===== config.mk =====
export PLATFORM = sky130hd
export DESIGN_NAME = byteres_dma
export DESIGN_NICKNAME = d
export VERILOG_FILES = /design/src/rtl/byteres_pkg.sv /design/src/rtl/byteres_packer.sv /design/src/rtl/byteres_residue.sv /design/src/rtl/byteres_writer.sv /design/src/rtl/byteres_dma.sv
export SDC_FILE = /design/constraint.sdc
export NUM_CORES = 1
export LEC_CHECK = 0
export ABC_AREA = 1
export BUFFER_PORTS_ARGS = -buffer_cell sky130_fd_sc_hd__buf_2
export CAP_MARGIN = 0
export CORE_ASPECT_RATIO = 1.25
export CORE_MARGIN = 1.5
export CORE_UTILIZATION = 30
export DETAILED_ROUTE_END_ITERATION = 10
export SYNTH_ARGS = -nofsm -noshare
export SYNTH_HDL_FRONTEND = slang
export SYNTH_SLANG_ARGS = --single-unit
export TNS_END_PERCENT = 30

===== constraint.sdc =====
create_clock -name clk_i -period 2.3 [get_ports clk_i]
set_input_delay 0.115 -clock clk_i [delete_from_list [all_inputs] [get_ports clk_i]]
set_output_delay 0.115 -clock clk_i [all_outputs]
set_load 0.02 [all_outputs]

===== src/rtl/byteres_pkg.sv =====
package byteres_pkg;
  localparam int LANES  = 4;
  localparam int LANE_W = $clog2(LANES);
  localparam int FILL_W = LANE_W + 1;
  localparam int RES_BYTES = LANES - 1;
  typedef logic [7:0] byte_t;
  typedef logic [LANES-1:0][7:0] word_t;
endpackage


===== src/rtl/byteres_packer.sv =====
module byteres_packer
  import byteres_pkg::*;
(
  input  logic              clk_i,
  input  logic              rst_ni,
  input  logic              load_i,
  input  logic [LANE_W-1:0] load_lane_i,
  input  logic              accept_i,
  input  byte_t             byte_i,
  output word_t             merged_o,
  output logic [LANE_W-1:0] first_lane_o,
  output logic [FILL_W-1:0] fill_o,
  output logic              done_o
);
  logic [LANE_W-1:0] lane_q, first_q;
  word_t             buf_q;

  always_comb begin
    merged_o = buf_q;
    if (accept_i) merged_o[lane_q] = byte_i;
    done_o = accept_i && (lane_q == LANE_W'(LANES - 1));
    fill_o = {1'b0, lane_q} + FILL_W'(accept_i);
  end

  assign first_lane_o = first_q;

  always_ff @(posedge clk_i or negedge rst_ni) begin
    if (!rst_ni) begin
      lane_q  <= '0;
      first_q <= '0;
      buf_q   <= '0;
    end else if (load_i) begin
      lane_q  <= load_lane_i;
      first_q <= load_lane_i;
      buf_q   <= '0;
    end else if (accept_i) begin
      if (done_o) begin
        lane_q  <= '0;
        first_q <= '0;
        buf_q   <= '0;
      end else begin
        lane_q <= lane_q + LANE_W'(1);
        buf_q  <= merged_o;
      end
    end
  end
endmodule


===== src/rtl/byteres_residue.sv =====
module byteres_residue
  import byteres_pkg::*;
(
  input  logic              clk_i,
  input  logic              rst_ni,
  input  logic              clear_i,
  input  logic              head_en_i,
  input  logic              tail_en_i,
  input  logic              done_i,
  input  word_t             word_i,
  input  logic [LANE_W-1:0] first_lane_i,
  input  logic [FILL_W-1:0] fill_i,
  output logic [31:0]       head_o,
  output logic [31:0]       tail_o
);
  logic [RES_BYTES-1:0]      head_mask, tail_mask;
  logic [RES_BYTES-1:0][7:0] head_data, tail_data;
  logic [31:0]               head_q, tail_q;

  for (genvar i = 0; i < RES_BYTES; i++) begin : g_lane
    localparam logic [FILL_W-1:0] IDX = FILL_W'(i);
    // head byte i comes from lane i+1; tail byte i from lane i
    assign head_mask[i] = (IDX + FILL_W'(1)) >= {1'b0, first_lane_i};
    assign tail_mask[i] = (IDX >= {1'b0, first_lane_i}) && (IDX < fill_i) && !done_i;
    assign head_data[i] = head_mask[i] ? word_i[i+1] : 8'h00;
    assign tail_data[i] = tail_mask[i] ? word_i[i]   : 8'h00;
  end

  always_ff @(posedge clk_i or negedge rst_ni) begin
    if (!rst_ni) begin
      head_q <= '0;
      tail_q <= '0;
    end else if (clear_i) begin
      head_q <= '0;
      tail_q <= '0;
    end else begin
      if (head_en_i) head_q <= {head_data, 5'b0, head_mask};
      if (tail_en_i) tail_q <= {5'b0, tail_mask, tail_data};
    end
  end

  assign head_o = head_q;
  assign tail_o = tail_q;
endmodule


===== src/rtl/byteres_writer.sv =====
module byteres_writer
  import byteres_pkg::*;
#(
  parameter int ADDR_W = 32
) (
  input  logic              clk_i,
  input  logic              rst_ni,
  input  logic              load_i,
  input  logic [ADDR_W-1:0] load_addr_i,
  input  logic              done_i,
  input  logic              skip_i,
  input  word_t             word_i,
  output logic              mem_we_o,
  output logic [ADDR_W-1:0] mem_addr_o,
  output logic [31:0]       mem_data_o,
  output logic [ADDR_W-1:0] cur_addr_o
);
  localparam int WIDX_W = ADDR_W - LANE_W;

  logic [WIDX_W-1:0] widx_q, wr_idx_q;
  logic              we_q;
  logic [31:0]       data_q;

  always_ff @(posedge clk_i or negedge rst_ni) begin
    if (!rst_ni) begin
      widx_q   <= '0;
      wr_idx_q <= '0;
      we_q     <= 1'b0;
      data_q   <= '0;
    end else if (load_i) begin
      widx_q <= load_addr_i[ADDR_W-1:LANE_W];
      we_q   <= 1'b0;
    end else begin
      we_q <= done_i && !skip_i;
      if (done_i) begin
        widx_q <= widx_q + WIDX_W'(1);
        if (!skip_i) begin
          wr_idx_q <= widx_q;
          data_q   <= word_i;
        end
      end
    end
  end

  assign mem_we_o   = we_q;
  assign mem_addr_o = {wr_idx_q, {LANE_W{1'b0}}};
  assign mem_data_o = data_q;
  assign cur_addr_o = {widx_q, {LANE_W{1'b0}}};
endmodule


===== src/rtl/byteres_dma.sv =====
module byteres_dma
  import byteres_pkg::*;
#(
  parameter int ADDR_W = 32
) (
  input  logic              clk_i,
  input  logic              rst_ni,
  input  logic              start_i,
  input  logic [ADDR_W-1:0] start_addr_i,
  input  logic              byte_valid_i,
  input  logic [7:0]        byte_i,
  input  logic              stop_i,
  output logic              mem_we_o,
  output logic [ADDR_W-1:0] mem_addr_o,
  output logic [31:0]       mem_data_o,
  output logic [31:0]       head_res_o,
  output logic [31:0]       tail_res_o,
  output logic [ADDR_W-1:0] cur_addr_o,
  output logic              busy_o
);
  logic              busy_q, accept, stop_take, done, head_word;
  word_t             merged;
  logic [LANE_W-1:0] first_lane;
  logic [FILL_W-1:0] fill;

  assign accept    = byte_valid_i && busy_q && !start_i;
  assign stop_take = stop_i && busy_q && !start_i;
  assign head_word = first_lane != '0;

  always_ff @(posedge clk_i or negedge rst_ni) begin
    if (!rst_ni)        busy_q <= 1'b0;
    else if (start_i)   busy_q <= 1'b1;
    else if (stop_take) busy_q <= 1'b0;
  end

  byteres_packer u_packer (
    .clk_i        (clk_i),
    .rst_ni       (rst_ni),
    .load_i       (start_i),
    .load_lane_i  (start_addr_i[LANE_W-1:0]),
    .accept_i     (accept),
    .byte_i       (byte_i),
    .merged_o     (merged),
    .first_lane_o (first_lane),
    .fill_o       (fill),
    .done_o       (done)
  );

  byteres_residue u_residue (
    .clk_i        (clk_i),
    .rst_ni       (rst_ni),
    .clear_i      (start_i),
    .head_en_i    (done && head_word),
    .tail_en_i    (stop_take),
    .done_i       (done),
    .word_i       (merged),
    .first_lane_i (first_lane),
    .fill_i       (fill),
    .head_o       (head_res_o),
    .tail_o       (tail_res_o)
  );

  byteres_writer #(.ADDR_W(ADDR_W)) u_writer (
    .clk_i       (clk_i),
    .rst_ni      (rst_ni),
    .load_i      (start_i),
    .load_addr_i (start_addr_i),
    .done_i      (done),
    .skip_i      (head_word),
    .word_i      (merged),
    .mem_we_o    (mem_we_o),
    .mem_addr_o  (mem_addr_o),
    .mem_data_o  (mem_data_o),
    .cur_addr_o  (cur_addr_o)
  );

  assign busy_o = busy_q;
endmodule


# Word-level counts from Yosys, hierarchy flattened
# Cells that the tools add are included.
# totals
regBits	194
in_bits	45
out_inout_bits	162
word_cells	78
# classes
add_sub_neg	3
magnitude_cmp	8
eq_ne	1
n_mux	27
bitwise_logic	2
reduce_logical	24
# ops
operator	count
$mux W32	8
$mux W30	2
$mux W8	6
$bwmux W32	1
$add A30 B1 Y30 const B	1
$demux W8 S2	1
$logic_and A1 B1 Y1	14
$mux W2	6
$reduce_bool A2 Y1	5
$lt A1 B3 Y1 const A	2
$ge A1 B2 Y1 const A	2
$add A2 B1 Y3	1
$logic_not A1 Y1	3
$lt A2 B3 Y1 const A	1
$lt A2 B3 Y1 const B	1
$mux W1	3
$reduce_and A3 Y1	1
$add A2 B1 Y2 const B	1
$eq A2 B2 Y1 const B	1
$ge A2 B1 Y1 const B	1
$ge A2 B2 Y1 const A	1
$not A1 Y1	2
$reduce_and A2 Y1	1

# Longest topological paths before layout
# depth
ltp_word	9
ltp_mapped	10
depth_no_buf	10

# Modules after synthesis
# From an unflattened synthesis, not the netlist that was laid out.
# hier_totals
cells_unflattened	1080
hier_area_um2	8714.6
# by_module_without_submodules
module	n_inst	cells_each	area_each_um2	seq_area_each_um2
byteres_writer	1	559	4475.5	2327.2
byteres_residue	1	254	2304.7	1351.3
byteres_packer	1	254	1864.3	900.9
byteres_dma	1	13	70.1	25.0

# Worst setup path before layout
# OpenSTA, ideal clock, no wires.
# synth_path
kind	flip-flop to flip-flop
from	register busy_q (netlist: busy_o)
to	register u_residue.tail_q[0] (netlist: u_residue.tail_o[0])
setup_ps	85
arrival_time_ps	1726
required_time_ps	2215
setup_slack_ps	490
path_stages_with_launch	11
path_buffers	0
synth_period_minus_slack_ps	1810
path_cell_list	dfrtp_1 -> nand2_2 -> nor2_8 -> ha_1 -> inv_1 -> ha_1 -> inv_1 -> nor2_1 -> nor2_1 -> nand4_1 -> o21ai_0
# synth_via
elab_chain_cells	9
elab_cells_between_ends	15
cone_classes	add/sub: 1; order compare: 1; mux: 4; reduce/logical: 9
# synth_lines
element	line	rtl
from (decl)	byteres_dma.sv:21	logic busy_q, accept, stop_take, done, head_word;
from (signal assigned)	byteres_dma.sv:31	if (!rst_ni) busy_q <= 1'b0;
from (signal assigned)	byteres_dma.sv:32	else if (start_i) busy_q <= 1'b1;
from (signal assigned)	byteres_dma.sv:33	else if (stop_take) busy_q <= 1'b0;
$logic_and A1 B1 Y1 (2 in series)	byteres_dma.sv:26	assign accept = byte_valid_i && busy_q && !start_i;
$add A2 B1 Y3	byteres_packer.sv:22	fill_o = {1'b0, lane_q} + FILL_W'(accept_i);
$lt A1 B3 Y1	byteres_residue.sv:24	assign tail_mask[i] = (IDX >= {1'b0, first_lane_i}) && (IDX < fill_i) && !done_i;
$logic_and A1 B1 Y1 (2 in series)	byteres_residue.sv:24	
$mux W8	byteres_residue.sv:26	assign tail_data[i] = tail_mask[i] ? word_i[i] : 8'h00;
$mux W32	byteres_residue.sv:38	if (tail_en_i) tail_q <= {5'b0, tail_mask, tail_data};
$mux W32	byteres_residue.sv:33	end else if (clear_i) begin
to (signal assigned)	byteres_residue.sv:38	
to (decl)	byteres_residue.sv:18	logic [31:0] head_q, tail_q;
# Parallel ways exist; a longest one is shown, timed or not. The select of a mux whose other input is x is not followed.
# A chain may end at the register's enable or synchronous reset.

# Worst setup path after layout
# layout_path
from	register busy_q (netlist: busy_o)
to	register u_residue.tail_q[1] (netlist: u_residue.tail_o[1])
# The elaborated chain is that of the path after synthesis.

==> flow_metrics.env <==
export IMPL_status="finished, final reports clean"
export IMPL_synth_top_area_cell="dfrtp_1"
export IMPL_synth_cells=917
export IMPL_nFillCells=2614
export IMPL_core_area_sq_um=25460
export IMPL_cp_slowest_cell="dfrtp_1"
export IMPL_critPathCapture="u_residue.tail_o[1]"
export IMPL_place_inst=1420
export IMPL_htreeDepth=4
export IMPL_vias=6834
export IMPL_initial_core_util_pct=30.73
export IMPL_hold_slack_ps=33.51
export IMPL_ys_types=31
export IMPL_fin_crit_sh_pct=87.91
export IMPL_antenna_found_initial=0
export IMPL_yosys_warnings=0
export IMPL_power_mw=8.084
export IMPL_intPower_mw=5.371
export IMPL_routedWlPerCell_um=16.06
export IMPL_fin_area_sq_um=10090
export IMPL_seq_area_sq_um=4404
export IMPL_relSlewSlack_pct=60.30
export IMPL_io_buffer_count=192
export IMPL_drt_first_pass_iters=5
export IMPL_cts_root_buf="clkbuf_16"
export IMPL_peakVddDrop_mv=0.5477
export IMPL_drt_iter0_markers=256
export IMPL_grt_pass1_wl_um=37330
export IMPL_finish_utilization_pct=39.63
export IMPL_power_density_nw_per_um2=801.3
export IMPL_die_area_sq_um=27060
export IMPL_path_depth=10
export IMPL_cts_clk_slew_worst_paths_ps=80
export IMPL_startpoint_type="flop"
export IMPL_critPathCaptureType="flop"
export IMPL_p_seq_share_pct=44.6
export IMPL_hold_viol_final=0
export IMPL_max_freq_mhz=494.6
export IMPL_cp_top_family="simple AND/OR/NAND/NOR gates"
export IMPL_postPlaceCellArea_sq_um=9159
export IMPL_nets=1188
export IMPL_grt_ovfl_total=0
export IMPL_track_usage_pct=18.04
export IMPL_max_stage_delay_ps=440
export IMPL_antenna_left=0
export IMPL_final_cell_count_no_fill=1484
export IMPL_rr_worst_depth=10
export IMPL_layout_commonest_cell="nand2_1"
export IMPL_die_x_um=147.4
export IMPL_skew_ps=16.07
export IMPL_pin_count=207
export IMPL_row_count=65
export IMPL_via_per_inst=4.605
export IMPL_path_class="flop to flop"
export IMPL_hpwl_um=17030
export IMPL_clockBufferDepth=2
export IMPL_tightest_slew_ps=595.6
export IMPL_mostFrequentLayoutCells="232 x nand2_1, 191 x buf_2, 176 x dfrtp_1"
export IMPL_path_cells="nand2_2 -> nor2_8 -> ha_1 -> inv_1 -> ha_1 -> inv_1 -> nor2_1 -> nor2_1 -> nand4_1 -> o21ai_0"
export IMPL_wl_um=23830
export IMPL_drc=0
export IMPL_syn_area_sq_um=7824
export IMPL_timing_final_ws_setup_ps=278.0
export IMPL_synth_seq_area_share_pct=56.29
export IMPL_rsz0062_at_grt="false"
export IMPL_gp_congestion=0.8600
export IMPL_fin_crit_ps=2022
export IMPL_critical_path_buf_inv_count=2
export IMPL_synth_area_leaders="dfrtp_1 56%, nand2_1 11%, nand3_1 4.4%, o21ai_0 4.3%, o21ai_1 4.0%"
export IMPL_hold_path_depth=4
export IMPL_avgSynthCellArea_sq_um=8.532
export IMPL_max_cap_violations=0
export IMPL_die_height_um=183.6
export IMPL_cp_max_fo=9
export IMPL_antennaDiodeCount=0
export IMPL_r2r_end="u_residue.tail_o[1]"
export IMPL_startpoint="busy_o"
export IMPL_preCtsSetupSlack_ps=300.4
export IMPL_arrival_ps=2360
export IMPL_leakage_nw=5.167
export IMPL_cts_tree="built"
export IMPL_hp_class="primary input to flop"
export IMPL_cts_buffers=17
export IMPL_drive_above_1_share_pct=22.19
export IMPL_clock_latency_ps=440
export IMPL_p_switching_mw=2.713
export IMPL_rr_startpoint="busy_o"
export IMPL_ys_ff_latch=176
export IMPL_drv_slew=0
export IMPL_finalSetupViolCount=0
export IMPL_required_ps=2640
export IMPL_timing_setup_tns_ps=0
export IMPL_grt_pass1_vias=6704
export IMPL_switching_share_pct=33.56
export IMPL_multi_input_area_sq_um=2884
export IMPL_reg2reg_slack_ps=280
export IMPL_area_growth_pct=28.95
export IMPL_p_clk_share_pct=36.8
export IMPL_clock_sinks=176
export IMPL_pwr_share_comb_pct=18.5
export IMPL_grt_max_degree=59
export IMPL_synth_top_area_share_pct=56.29
-- area by class of cell --
class                      instances  share of cell area (%)
clock buffer                      17                   4.217
timing repair buffer             239                   14.50
tap                              335                   4.155
sequential                       176                   43.66
inverter                          82                   3.063
clock inverter                    15                   1.823
multi-input combinational        620                   28.59
-- tightest hold or removal path: cells and delay by family --
family / cells / cell delay (ps)
buffers and inverters: 1 / 70
AO/OA/AOI/OAI: 2 / 190
AND/OR/NAND/NOR: 1 / 50
-- power groups by stage --
stage	sequential (mW)	clock [mW]	combinational (mW)
2_1_floorplan	4.00	0	0.543
3_3_place_gp	3.66	0	1.46
6_report	3.61	2.98	1.50
5_1_grt	3.65	3.21	1.66
3_5_place_dp	3.67	0	1.48
4_1_cts	3.61	3.09	1.53
-- logic make-up after synthesis --
logic type | synth area share (%)
buffers and inverters | 7.516
AND/OR/NAND/NOR | 22.69
adder cells (fa/ha/maj) | 1.119
XOR/XNOR | 0.4479
AO/OA/AOI/OAI | 11.88
flip-flops | 56.29
other | 0.04793
-- what timing repair did --
item / 4_1_cts / 5_1_grt
setup buffers: 0 / 0
hold buffers: 32 / 0
hold endpoints to repair: 85 / 0
resized for setup: 0 / 0
-- how the worst min path moves through the flow --
stage                           startpoint                   end  slack (ps)
after floorplan                     rst_ni                busy_o        -180
after global placement              rst_ni  u_writer.wr_idx_q[7]         160
after detailed placement            rst_ni  u_writer.wr_idx_q[5]         150
after CTS                 start_addr_i[10]    u_writer.widx_q[8]           1
after global routing      start_addr_i[10]    u_writer.widx_q[8]          50
final                     start_addr_i[10]    u_writer.widx_q[8]          30
-- synth_stat cells --
cell	count
buf_2	20
ha_1	7
o21bai_1	11
nor2_8	2
nor2_2	1
buf_6	1
o21ai_0	68
o21ai_1	62
nand4_1	2
nand3b_1	1
nor3_1	24
inv_2	5
conb_1	1
xnor2_1	1
inv_1	77
nand2_8	1
o211ai_1	5
nand3_1	69
and2_1	2
buf_1	1
a21oi_1	30
o221ai_1	1
nand3_2	1
buf_4	14
nand2_1	232
nand4_2	1
xor2_1	3
dfrtp_1	176
nand2_2	4
clkbuf_1	16
nor2_1	78
-- sequential cells by signal, summed over array words and instances, names as in the netlist --
| name | count |
|---|---|
| u_writer.mem_data_o | 32 |
| u_writer.widx_q | 30 |
| u_writer.wr_idx_q | 30 |
| u_residue.head_o | 27 |
| u_residue.tail_o | 27 |
| u_packer.buf_q | 24 |
| u_packer.first_lane_o | 2 |
| u_packer.lane_q | 2 |
| busy_o | 1 |
| u_writer.mem_we_o | 1 |
-- per-layer routing --
metal  track usage [%]  routed length (um)  vias up
li1                  -                   -     3375
met1             21.44               10010     3219
met2             32.81               12290      218
met3             3.499                1159       22
met4             5.320                 372        0
met5                 0                   0        -
Note: power is estimated with default switching activity, not from simulation.
